**src/rtl/rt_pkg.sv**
```systemverilog
package rt_pkg;

    localparam int SEQ_LEN = 30;
    localparam int IDX_W   = $clog2(SEQ_LEN);
    localparam logic [3:0] TARGET_DIGIT = 4'd7;
    localparam logic [6:0] SEG_BLANK    = 7'h7F;

    typedef enum logic [1:0] {
        ST_IDLE,
        ST_SHOW,
        ST_DONE
    } rt_state_e;

    typedef struct packed {
        logic [3:0] digit;
        logic       is_target;
    } rt_entry_t;

    // stimulus table; entry 0 is deliberately not the target
    function automatic logic [3:0] stim_digit(input logic [IDX_W-1:0] idx);
        logic [3:0] d;
        case (idx)
            5'd0:  d = 4'd3;  5'd1:  d = 4'd1;  5'd2:  d = 4'd7;
            5'd3:  d = 4'd4;  5'd4:  d = 4'd9;  5'd5:  d = 4'd7;
            5'd6:  d = 4'd2;  5'd7:  d = 4'd5;  5'd8:  d = 4'd8;
            5'd9:  d = 4'd7;  5'd10: d = 4'd0;  5'd11: d = 4'd6;
            5'd12: d = 4'd7;  5'd13: d = 4'd3;  5'd14: d = 4'd1;
            5'd15: d = 4'd4;  5'd16: d = 4'd7;  5'd17: d = 4'd9;
            5'd18: d = 4'd2;  5'd19: d = 4'd7;  5'd20: d = 4'd5;
            5'd21: d = 4'd8;  5'd22: d = 4'd0;  5'd23: d = 4'd7;
            5'd24: d = 4'd6;  5'd25: d = 4'd1;  5'd26: d = 4'd3;
            5'd27: d = 4'd9;  5'd28: d = 4'd4;  5'd29: d = 4'd2;
            default: d = 4'd0;
        endcase
        return d;
    endfunction

    // active-low, bit 0 = segment a ... bit 6 = segment g
    function automatic logic [6:0] seg_low(input logic [3:0] d);
        logic [6:0] s;
        case (d)
            4'd0: s = 7'h40; 4'd1: s = 7'h79; 4'd2: s = 7'h24;
            4'd3: s = 7'h30; 4'd4: s = 7'h19; 4'd5: s = 7'h12;
            4'd6: s = 7'h02; 4'd7: s = 7'h78; 4'd8: s = 7'h00;
            4'd9: s = 7'h10;
            default: s = SEG_BLANK;
        endcase
        return s;
    endfunction

endpackage

```
**src/rtl/rt_ms_tick.sv**
```systemverilog
module rt_ms_tick #(
    parameter int CLKS_PER_MS = 125000,
    localparam int CW = (CLKS_PER_MS > 1) ? $clog2(CLKS_PER_MS) : 1
) (
    input  logic clk,
    input  logic rst,
    input  logic clr,
    output logic tick
);
    logic [CW-1:0] cnt;

    assign tick = (cnt == CW'(CLKS_PER_MS - 1));

    always_ff @(posedge clk) begin
        if (rst || clr || tick) cnt <= '0;
        else                    cnt <= cnt + 1'b1;
    end
endmodule

```
**src/rtl/rt_stim_rom.sv**
```systemverilog
module rt_stim_rom
    import rt_pkg::*;
(
    input  logic [IDX_W-1:0] idx,
    output rt_entry_t        entry
);
    always_comb begin
        entry.digit     = stim_digit(idx);
        entry.is_target = (entry.digit == TARGET_DIGIT);
    end
endmodule

```
**src/rtl/rt_lat_accum.sv**
```systemverilog
module rt_lat_accum #(
    parameter int LAT_W = 10,
    parameter int SUM_W = 15,
    parameter int CNT_W = 5
) (
    input  logic             clk,
    input  logic             rst,
    input  logic             clr,
    input  logic             add,
    input  logic [LAT_W-1:0] lat,
    output logic [SUM_W-1:0] sum,
    output logic [CNT_W-1:0] cnt
);
    always_ff @(posedge clk) begin
        if (rst || clr) begin
            sum <= '0;
            cnt <= '0;
        end else if (add) begin
            sum <= sum + SUM_W'(lat);
            cnt <= cnt + 1'b1;
        end
    end
endmodule

```
**src/rtl/rt_reaction.sv**
```systemverilog
module rt_reaction
    import rt_pkg::*;
#(
    parameter int CLKS_PER_MS = 125000,
    parameter int HOLD_MS     = 1000,
    parameter int TIMEOUT_MS  = 1000,
    localparam int MS_MAX = (HOLD_MS > TIMEOUT_MS) ? HOLD_MS : TIMEOUT_MS,
    localparam int MS_W   = $clog2(MS_MAX + 1),
    localparam int SUM_W  = $clog2(SEQ_LEN * TIMEOUT_MS + 1),
    localparam int CNT_W  = $clog2(SEQ_LEN + 1)
) (
    input  logic             clk,
    input  logic             rst,
    input  logic             start,
    input  logic             resp,
    output logic [6:0]       seg,
    output logic [SUM_W-1:0] lat_sum,
    output logic [CNT_W-1:0] tgt_count,
    output logic             done
);
    rt_state_e        state;
    logic [IDX_W-1:0] idx;
    logic [MS_W-1:0]  ms_cnt;
    logic             start_q, resp_q;
    rt_entry_t        entry;
    logic             tick, launch, adv, add, hold_end, tmo_end, start_rise, resp_rise;
    logic [MS_W-1:0]  lat;

    assign start_rise = start & ~start_q;
    assign resp_rise  = resp & ~resp_q;
    assign launch     = (state == ST_IDLE) && start_rise;
    assign hold_end   = tick && (ms_cnt == MS_W'(HOLD_MS - 1));
    assign tmo_end    = tick && (ms_cnt == MS_W'(TIMEOUT_MS - 1));

    always_comb begin
        adv = 1'b0;
        if (state == ST_SHOW)
            adv = entry.is_target ? (resp_rise || tmo_end) : hold_end;
        add = adv && entry.is_target;
        lat = resp_rise ? ms_cnt : MS_W'(TIMEOUT_MS);
    end

    rt_stim_rom u_rom (.idx(idx), .entry(entry));

    rt_ms_tick #(.CLKS_PER_MS(CLKS_PER_MS)) u_tick (
        .clk(clk), .rst(rst), .clr(launch || adv), .tick(tick)
    );

    rt_lat_accum #(.LAT_W(MS_W), .SUM_W(SUM_W), .CNT_W(CNT_W)) u_acc (
        .clk(clk), .rst(rst), .clr(launch), .add(add), .lat(lat),
        .sum(lat_sum), .cnt(tgt_count)
    );

    always_ff @(posedge clk) begin
        if (rst) begin
            state   <= ST_IDLE;
            idx     <= '0;
            ms_cnt  <= '0;
            start_q <= 1'b0;
            resp_q  <= 1'b0;
        end else begin
            start_q <= start;
            resp_q  <= resp;
            case (state)
                ST_IDLE: if (start_rise) begin
                    state  <= ST_SHOW;
                    idx    <= '0;
                    ms_cnt <= '0;
                end
                ST_SHOW: if (adv) begin
                    ms_cnt <= '0;
                    if (idx == IDX_W'(SEQ_LEN - 1)) state <= ST_DONE;
                    else                            idx   <= idx + 1'b1;
                end else if (tick) begin
                    ms_cnt <= ms_cnt + 1'b1;
                end
                default: state <= ST_IDLE;
            endcase
        end
    end

    assign seg  = (state == ST_SHOW) ? seg_low(entry.digit) : SEG_BLANK;
    assign done = (state == ST_DONE);
endmodule

```
**config.mk**
```make
export PLATFORM = sky130hd
export DESIGN_NAME = rt_reaction
export DESIGN_NICKNAME = d
export VERILOG_FILES = /design/src/rtl/rt_pkg.sv /design/src/rtl/rt_ms_tick.sv /design/src/rtl/rt_stim_rom.sv /design/src/rtl/rt_lat_accum.sv /design/src/rtl/rt_reaction.sv
export SDC_FILE = /design/constraint.sdc
export NUM_CORES = 1
export LEC_CHECK = 0
export ABC_AREA = 1
export ABC_CLOCK_PERIOD_IN_PS = 3950
export BUFFER_PORTS_ARGS = -buffer_cell sky130_fd_sc_hd__clkbuf_2
export CORE_MARGIN = 10
export CORE_UTILIZATION = 67
export CTS_BUF_LIST = sky130_fd_sc_hd__clkbuf_4 sky130_fd_sc_hd__clkbuf_8
export CTS_CLUSTER_SIZE = 25
export DETAILED_ROUTE_END_ITERATION = 8
export PLACE_DENSITY_LB_ADDON = 0.15
export SETUP_SLACK_MARGIN = 0.5
export SLEW_MARGIN = 10
export SYNTH_ARGS = -nofsm -noshare
export SYNTH_HDL_FRONTEND = slang
export SYNTH_SLANG_ARGS = --single-unit
```
**constraint.sdc**
```tcl
create_clock -name clk -period 3.95 [get_ports clk]
set_clock_uncertainty 0.2 [all_clocks]
set_input_delay 1.185 -clock clk [delete_from_list [all_inputs] [get_ports clk]]
set_output_delay 1.185 -clock clk [all_outputs]
set_load 0.01 [all_outputs]
```
Yosys cells after proc, flatten, opt, wreduce, memory -nomap -nowiden
Memories as Yosys holds them, arrays and structs flattened. A register that Yosys moved wholly into a read port is not among the register bits.
Cells that the tools add are included.

storage, ports and cells
  memories kept = 2
  memory bits (read-only) = 240
  output and inout port bits = 28
  logic and storage cells = 61
  input bits = 4
  register bits after elaboration = 56

memory list
  memory            depth  bits a word  rd ports  clocked after Yosys merged registers in  write ports  line          text
  (name not given)  32     4            1         1                                        0            rt_pkg.sv:22  case (idx)
  (name not given)  16     7            1         0                                        0            rt_pkg.sv:41  case (d)

cells by class
  reductions and logical operators = 13
  eq/ne operators = 11
  bitwise logic cells = 4
  add/subtract/negate cells = 5
  mux-type cells = 18

operators by type and width
  cell                                                                    count
  10-bit two-way mux                                                      4
  5-bit two-way mux                                                       5
  10-bit one-hot mux with 2 select lines                                  1
  17-bit by 1-bit adder with 17-bit output (second input constant)        1
  17-bit equality test (second input constant)                            1
  15-bit by 10-bit adder with 15-bit output                               1
  10-bit by 1-bit adder with 10-bit output (second input constant)        1
  5-bit by 1-bit adder with 5-bit output (second input constant)          2
  10-bit equality test (second input constant)                            1
  5-bit one-hot mux with 2 select lines                                   1
  7-bit two-way mux                                                       1
  2-bit two-way mux                                                       3
  2-bit != test (second input constant)                                   3
  3-bit AND reduction                                                     2
  5-bit equality test (second input constant)                             1
  1-bit logical OR                                                        5
  4-bit by 3-bit equality test with 1-bit output (second input constant)  1
  2-bit one-hot mux with 2 select lines                                   1
  4-bit AND reduction                                                     1
  1-bit logical AND                                                       3
  3-bit != test (second input constant)                                   1
  1-bit AND                                                               2
  2-bit by 1-bit equality test with 1-bit output (second input constant)  1
  2-bit equality test (second input constant)                             1
  5 further kinds                                                         7

Logic depth before layout (Yosys ltp)
Gate-level depths: netlist of the first run.

  depth in word-level cells = 9
  gate-level depth with buffers = 18
  mapped depth without buffers = 18

Hierarchy
A second synthesis of the first run with hierarchy kept.

unflattened totals
  cells, all modules = 616
  area total of the unflattened synthesis = 3953.8 sq um

modules (own cells, without submodules)
  module        area an instance (sq um)  times used  cells each  sequential area each (sq um)
  rt_lat_accum  1366.3                    1           211         400.4
  rt_reaction   1316.3                    1           206         380.4
  rt_ms_tick    920.9                     1           136         340.3
  rt_stim_rom   350.3                     1           63          0.0

Worst setup path before layout of the first run
OpenSTA, ideal clock, no wires.

  path kind = input port to flip-flop
  start = input resp
  end = register u_acc.sum[12]
  library setup time = 0.070 ns
  stages = 14
  path buffers = 0
  data required time = 3.680 ns
  slack = 0.817 ns
  arrival = 2.864 ns
  path through = inv_1 > nor2_2 > inv_1 > nor2_1 > ha_1 > inv_1 > fa_1 > inv_1 > nand3_1 > nand4_1 > nand2_1 > nor2_1 > o21ai_0 > a21oi_1

between the ends
  longest elaborated chain between the ends = 5
  elaborated cells on any way between the ends = 7
  classes of those cells = 1 x add/sub; 3 x mux; 1 x bitwise; 2 x reduce/logical

ends and longest elaborated chain
  element                                                                            line                text
  from (decl)                                                                        rt_reaction.sv:15   input logic resp,
  1-bit AND (*)                                                                      rt_reaction.sv:30   assign resp_rise = resp & ~resp_q;
  branches (longest 4 deep; another with 15-bit by 10-bit adder with 15-bit output)  n/a
  to (signal assigned)                                                               rt_lat_accum.sv:19  sum <= sum + SUM_W'(lat);
  to (decl)                                                                          rt_lat_accum.sv:11  output logic [SUM_W-1:0] sum,

Every way passes the cells marked *.
A chain may end at the register's enable or synchronous reset.

Worst setup path in the final report of the first run
  start = register state[0]
  end = output seg[5]

between the ends
  longest elaborated chain between the ends = 2

ends and longest elaborated chain
  element                                         line               text
  from (decl)                                     rt_reaction.sv:21  rt_state_e state;
  from (signal assigned)                          rt_reaction.sv:56  state <= ST_IDLE;
  from (signal assigned)                          rt_reaction.sv:66  state <= ST_SHOW;
  from (signal assigned)                          rt_reaction.sv:72  if (idx == IDX_W'(SEQ_LEN - 1)) state <= ST_DONE;
  2-bit by 1-bit equality test with 1-bit output  rt_reaction.sv:82  assign seg = (state == ST_SHOW) ? seg_low(entry.digit) : SEG_BLANK;
  7-bit two-way mux                               rt_reaction.sv:82
  to (decl)                                       rt_reaction.sv:16  output logic [6:0] seg,

No other way between the ends.

==> results of run 1 <==
## placed cells by master (no fill, tap or decap), types with 2 or more instances in the layout
cell type,netlist,final
a21o_1,4,4
a21oi_1,32,32
a31oi_1,5,5
buf_4,0,2
bufinv_16,0,2
clkbuf_2,1,31
clkbuf_4,0,2
clkbuf_8,0,11
dfxtp_1,60,60
ha_1,27,27
inv_1,58,58
inv_2,9,9
nand2_1,104,104
nand2_2,8,8
nand2_4,3,3
nand3_1,44,44
nand3_4,2,2
nand3b_1,2,2
nand4_1,3,3
nand4_2,2,2
nor2_1,63,63
nor2_2,6,6
nor2_4,4,4
nor3_1,6,6
nor3_2,4,4
nor3b_1,3,3
nor4_1,3,3
o211ai_1,2,2
o21a_1,2,2
o21ai_0,25,25
o21ai_1,4,4
or2_2,3,3
xnor2_1,5,5
xor2_1,17,17
## cells by family after synthesis
| family | count (synthesis) | share of synthesized area, % |
|---|---|---|
| and+or+nand+nor | 262 | 33.4 |
| buffers and inverters | 76 | 8.15 |
| DFF | 60 | 32.1 |
| adders and majority gates | 28 | 9.55 |
| xor gates and xnor gates | 22 | 5.14 |
| AOI/OAI and AO/OA | 78 | 11.7 |
## cell type report
cell class	instances	share of cell area, %
clock buffer	13	3.97
clock inverter	3	1.64
inverter	67	6.01
multi-input combinational	390	53.5
sequential	60	28.7
tap	72	2.15
timing repair buffer	33	4.06
## flip-flops by register name, indices dropped and copies added, names as in the netlist
register / cells
idx: 5
ms_cnt: 10
resp_q: 1
start_q: 1
state: 2
u_acc.cnt: 5
u_acc.sum: 15
u_rom.entry: 4
u_tick.cnt: 17
## power breakdown
| group | internal, mW | total (mW) | switching [mW] |
|---|---|---|---|
| registers | 0.616 | 0.626 | 0.0102 |
| clock network | 0.405 | 0.652 | 0.246 |
| logic | 0.0566 | 0.172 | 0.115 |
| total | 1.08 | 1.45 | 0.372 |
## worst paths after layout
| path | start | to | slack [ps] | depth (start not counted) |
|---|---|---|---|---|
| worst min-delay path | u_tick.cnt[0] | u_tick.cnt[0] | 250 | 1 |
| worst max register to register | ms_cnt[0] | u_rom.entry[3] | 1190 | 16 |
| worst max-delay path | state[0] | seg[5] | 710 | 6 |
| worst min register to register | u_tick.cnt[0] | u_tick.cnt[0] | 250 | 1 |
## layer usage
layer,track usage [%],part of all wire [%],vias to the layer above
met5,0,0,-
met4,8.35,1.5,0
met3,3.65,4.0,13
met2,34.4,52,59
met1,21.5,43,1623
li1,-,-,1785
## synth_stat cells, types with 4 or more instances
library cell	n
a31oi_1	5
nor2_4	4
o21ai_1	4
xnor2_1	5
o21ai_0	25
nor3_1	6
inv_2	9
ha_1	27
dfxtp_1	60
a21o_1	4
nand2_2	8
nor2_1	63
nor3_2	4
inv_1	58
xor2_1	17
nor2_2	6
a21oi_1	32
nand2_1	104
nand3_1	44
## through the flow
| stage | hold WS [ps] | instance area (sq um) | setup WS, ps | cells |
|---|---|---|---|---|
| finish | 254 | 4190 | 714 | 638 |
| global route | 282 | 4190 | 553 | 638 |
| CTS | 264 | 4190 | 743 | 638 |
| detailed placement | 252 | 3950 | 429 | 622 |
| global placement | 228 | 3950 | 518 | 622 |
| floorplan | 218 | 3750 | 817 | 526 |
==> reports/summary.txt, run 1 <==
Antenna viol nets, final = 0
Worst Tran Pin Value = 683 ps
# Post-CTS Setup Buffers = 0
DRT Pass-1 Iters = 4
Mean routed wirelength per cell = 13.1 um
Post-synth cell types = 41
Ys Warns = 0
Unrepaired setup endpoints after global routing = no
CORE AREA = 5470 sq um
Tot Pwr = 1.45 mW
Starting Density = 68.4%
Worst EP arrival = 1850 ps
Register Area = 1200 sq um
Proportion of synthesized chip area in sequential cells = 32.1%
CTS tree = built
Post-synth top area share = 32.1%
Number of global-route vias before repair = 3244
Area of the multi-input gates = 2240 sq um
Final core utilization = 76.5%
# DRC = 0
Critical-path maximum fanout = 6
CTS Hold Bufs = 0
FP Rows = 27
Via Count = 3480
Syn_nets = 558
Max Fclk = 309 MHz
Fin crit share = 81.9%
Ant diodes = 0
Clk buf depth = 2
Cts repair resizes = 0
Filler cells = 435
GPL Wtd Cong = 0.870
Area leader, netlist = dfxtp_1
Remaining Overflow, GRT = 0
Total of max-cap violations = 0
Nets = 593
Setup Crit Path Kind = flip-flop to output port
Clk sinks = 60
Synth Register Bits = 60
CTS Buf Count = 9
Critical path's top delay family = compound AO/OA/AOI/OAI gates
# setup viols final = 0
HPWL after DPL = 6200 um
Ys flop type = dfxtp_1
Synth-to-layout area growth = 11.8%
Worst setup SP type = flip-flop
Ports = 32
Via density = 5.45
Largest net degree at the start of global routing = 30
Synth Instances = 526
Avg Cell Area, Syn = 7.12 sq um
Static Leakage = 1.90 nW
H-tree depth = 3
Worst hold path class = flip-flop to flip-flop
Endpoints failing hold = 0
Clock Root Buffer = clkbuf_8
Synth top area cells = dfxtp_1 32%, nand2_1 10%, ha_1 9.0%, nor2_1 6.3%, nand3_1 5.9%
Status = complete, no violations
Die Ht = 94.8 um
Antenna violations before repair = 0
Async SR Flop Fraction = 0%
DRT iter0 DRCs = 135
Post-Syn Area = 3750 sq um
Worst-path cell chain = inv_2 -> nor2_4 -> inv_1 -> a21oi_1 -> o21ai_0 -> clkbuf_2
I/O Buffers = 31
Die area = 8980 sq um
Slew headroom = 54.3%
Tmin final = 3240 ps
First-pass GRT wire length = 14100 um
Slew Limit Fails = 0
Worst vdd ir = 0.209 mV
Later-pin clock latency in the skew report = 350 ps
Clock slew seen by the registers of the worst setup and hold paths = 70 ps
Die X = 94.8 um
Final wirelength = 8350 um
Critical path buffers and inverters = 3
Layout cells sized above 1 = 16.1%
Worst path max stage delay = 390 ps
Sum Neg Setup Slack = 0 ps
Post-synth EDFFs = 0
Pwr Density = 346 nW/um^2
GRT Total Usage = 19.2%
Kind of end point of the critical path = output port
Worst EP required = 2560 ps
Crit-path slowest cell = dfxtp_1
No activity file was read; power rests on OpenSTA's default activity.
==> inputs of run 2 (changes only) <==
- ABC_AREA: 1 -> 0
- ABC_CLOCK_PERIOD_IN_PS: 3950 -> 3300
- CORE_UTILIZATION: 67 -> 62
- clock period: 3.95 -> 3.3 ns (I/O delays scaled with it)
==> run 2 against run 1 <==
  * Total power up 8.1%
  * Die area is 4.5% higher
  * Count of clock-buffer cells in the layout fell by 4
  * Register-to-register slack got worse by 1100 ps
  * Flip-flop and latch count did not move
  * Sequential share of layout area shrank 4.1 points
  * Clock power up 6.1%
  * Critical path type is now flip-flop to flip-flop
  * Largest cell class unchanged
  * Largest power group is now sequential cells
  * Highest routed layer unchanged
==> reports/summary.txt, run 2 <==
Status = complete, no violations (unchanged)
FP Rows = 27 (unchanged)
# DRC = 0 (unchanged)
Synth Instances = 449 (was 526)
# setup viols final = 0 (unchanged)
HP Start = u_tick.cnt[0] (unchanged)
Synth Register Bits = 60 (unchanged)
Largest net degree at the start of global routing = 20 (was 30)
Tmin final = 3200 ps
Ys Warns = 0 (unchanged)
Antenna viol nets, final = 0 (unchanged)
Fin crit share = 96.9%
Worst vdd ir = 0.299 mV (was 0.209 mV)
Most common cell after layout, fill and taps aside = buf_4 (was nand2_1)
Via Count = 3726 (was 3480)
Static Leakage = 2.09 nW (was 1.90 nW)
Worst Tran Pin Value = 603 ps (was 683 ps)
Worst EP arrival = 3240 ps (was 1850 ps)
Filler cells = 282 (was 435)
Worst hold path class = flip-flop to flip-flop (unchanged)
Post-synth top area share = 32.8% (was 32.1%)
Antenna violations before repair = 0 (unchanged)
CTS Buf Count = 9 (unchanged)
DRT Pass-1 Iters = 5 (was 4)
Starting Density = 65.4% (was 68.4%)
Final wirelength = 11000 um (was 8350 um)
H-tree depth = 3 (unchanged)
CTS tree = built (unchanged)
Synth top area cells = dfxtp_1 33%, ha_1 9.2%, xor2_1 6.5%, nand2_1 4.9%, nor2_1 4.7% (was dfxtp_1 32%, nand2_1 10%, ha_1 9.0%, nor2_1 6.3%, nand3_1 5.9%)
Max reg flops = 17 (unchanged)
Tot Pwr = 1.57 mW (was 1.45 mW)
Final instance area = 4910 sq um (was 4190 sq um)
Most instantiated cells after synthesis = 60 x dfxtp_1, 48 x nand2_1, 46 x nor2_1 (was 104 x nand2_1, 63 x nor2_1, 60 x dfxtp_1)
Async SR Flop Fraction = 0% (unchanged)
Clk buf depth = 2 (unchanged)
Post-synth cell types = 62 (was 41)
Worst EP required = 3350 ps (was 2560 ps)
Setup Crit Path Kind = flip-flop to flip-flop (was flip-flop to output port)
Pwr Density = 319 nW/um^2 (was 346 nW/um^2)
DRT iter0 DRCs = 296 (was 135)
Die X = 96.9 um (was 94.8 um)
Endpoints failing hold = 0 (unchanged)
Post-Syn Area = 3660 sq um (was 3750 sq um)
Placed insts = 581 (was 622)
Ys flop type = dfxtp_1 (unchanged)
HPWL after DPL = 6780 um (was 6200 um)
Proportion of synthesized chip area in sequential cells = 32.8% (was 32.1%)
Die Ht = 96.9 um (was 94.8 um)
Critical-path maximum fanout = 6 (unchanged)
Post-synth EDFFs = 0 (unchanged)
Kind of end point of the critical path = flip-flop (was output port)
Worst setup SP type = flip-flop (unchanged)
FF-to-FF Start = u_tick.cnt[4] (was ms_cnt[0])
Total of max-cap violations = 0 (unchanged)
Number of global-route vias before repair = 3632 (was 3244)
Largest regs = u_tick.cnt (17), u_acc.sum (15), ms_cnt (10) (unchanged)
Ports = 32 (unchanged)
Remaining Overflow, GRT = 0 (unchanged)
Synth-to-layout area growth = 33.9% (was 11.8%)
Most frequent cells in the layout = 60 x buf_4, 56 x dfxtp_1, 46 x nand2_1 (was 104 x nand2_1, 63 x nor2_1, 60 x dfxtp_1)
GRT Total Usage = 21.5% (was 19.2%)
Post-placement cell area = 4360 sq um (was 3950 sq um)
Later-pin clock latency in the skew report = 360 ps (was 350 ps)
GPL Wtd Cong = 0.857 (was 0.870)
Nets = 571 (was 593)
Final core utilization = 87.5% (was 76.5%)
Reg with most FFs = u_tick.cnt (unchanged)
Worst Setup SP = u_tick.cnt[4] (was state[0])
Syn_nets = 481 (was 558)
I/O Buffers = 31 (unchanged)
Clock Root Buffer = clkbuf_8 (unchanged)
Avg Cell Area, Syn = 8.16 sq um (was 7.12 sq um)
Mean routed wirelength per cell = 17.8 um (was 13.1 um)
Non-filler cells, final = 616 (was 638)
Clock slew seen by the registers of the worst setup and hold paths = 70 ps (about the same)
Slew headroom = 59.5% (was 54.3%)
First-pass GRT wire length = 17200 um (was 14100 um)
Max Fclk = 313 MHz
Layout cells sized above 1 = 34.0% (was 16.1%)
Via density = 6.05 (was 5.45)
Most frequent cell after synthesis = dfxtp_1 (was nand2_1)
Area leader, netlist = dfxtp_1 (unchanged)
Unrepaired setup endpoints after global routing = yes (was no)
CORE AREA = 5610 sq um (was 5470 sq um)
Clk sinks = 60 (unchanged)
Die area = 9390 sq um (was 8980 sq um)
Ant diodes = 0 (unchanged)
Slew Limit Fails = 0 (unchanged)
## run 2: metrics by stage
stage          hold slack [ps]  setup slack (ps)  TNS (ps)
2_1_floorplan              213             -4.20     -4.20
3_3_place_gp               224             -93.1      -437
3_5_place_dp               238              -178     -1150
4_1_cts                    249               135         0
5_1_grt                    280              8.86         0
6_report                   254               104         0
## run 2: final cells by class
type / count / area (sq um) / area share (%)
tap: 72 / 90.1 / 1.84
timing repair buffer: 97 / 679 / 13.8
sequential: 60 / 1210 / 24.6
clock inverter: 7 / 75.1 / 1.53
clock buffer: 9 / 124 / 2.52
inverter: 22 / 85.1 / 1.73
multi-input combinational: 349 / 2650 / 53.9
## run 2: where the power goes
part / leakage, nW / internal (mW) / switching, mW
combinational: 1.50 / 0.0543 / 0.0853
sequential: 0.485 / 0.728 / 0.00669
clock: 0.104 / 0.354 / 0.339
## run 2: critical path, stage by stage (launching register included)
cell       delay (ps)
dfxtp_2           330
or4b_4            530
or4_4             470
buf_6             140
o21a_4            210
a2111oi_4         380
o21ai_4           150
xor2_1            250
o21ai_1           110
a221o_1           310
## run 2: final timing paths
check                   endpoint  slack [ps]  cells past startpoint
setup / recovery  u_rom.entry[3]         100                      9
hold / removal     u_tick.cnt[0]         250                      1
setup reg to reg  u_rom.entry[3]         100                      9
hold reg to reg    u_tick.cnt[0]         250                      1
## run 2: cells by family (layout without fill, tap and decap cells)
logic type | count (synthesis) | in the layout | synth area share [%]
simple gates | 193 | 193 | 27.1
flops | 60 | 60 | 32.8
compound gates | 79 | 79 | 13.7
xor+xnor | 36 | 36 | 8.60
mux | 13 | 13 | 3.65
buf+inv | 40 | 135 | 4.37
fa+ha+maj | 28 | 28 | 9.76
## run 2: what timing repair did
item                                    in CTS  in global routing
pin swaps                                   20                 19
endpoints found under the setup margin      36                 39
hold buffers                                 0                  0
endpoints found under the hold margin        0                  0
gates resized for setup                     32                 26
buffers inserted                            12                  7
## run 2: metal layers
metal,part of all wire (%),wire (um),vias to the layer above,track usage [%]
li1,-,-,1742,-
met1,39,4300,1773,24.3
met2,51,5550,176,36.9
met3,7.4,812,35,4.90
met4,2.9,321,0,10.7
met5,0,0,-,0
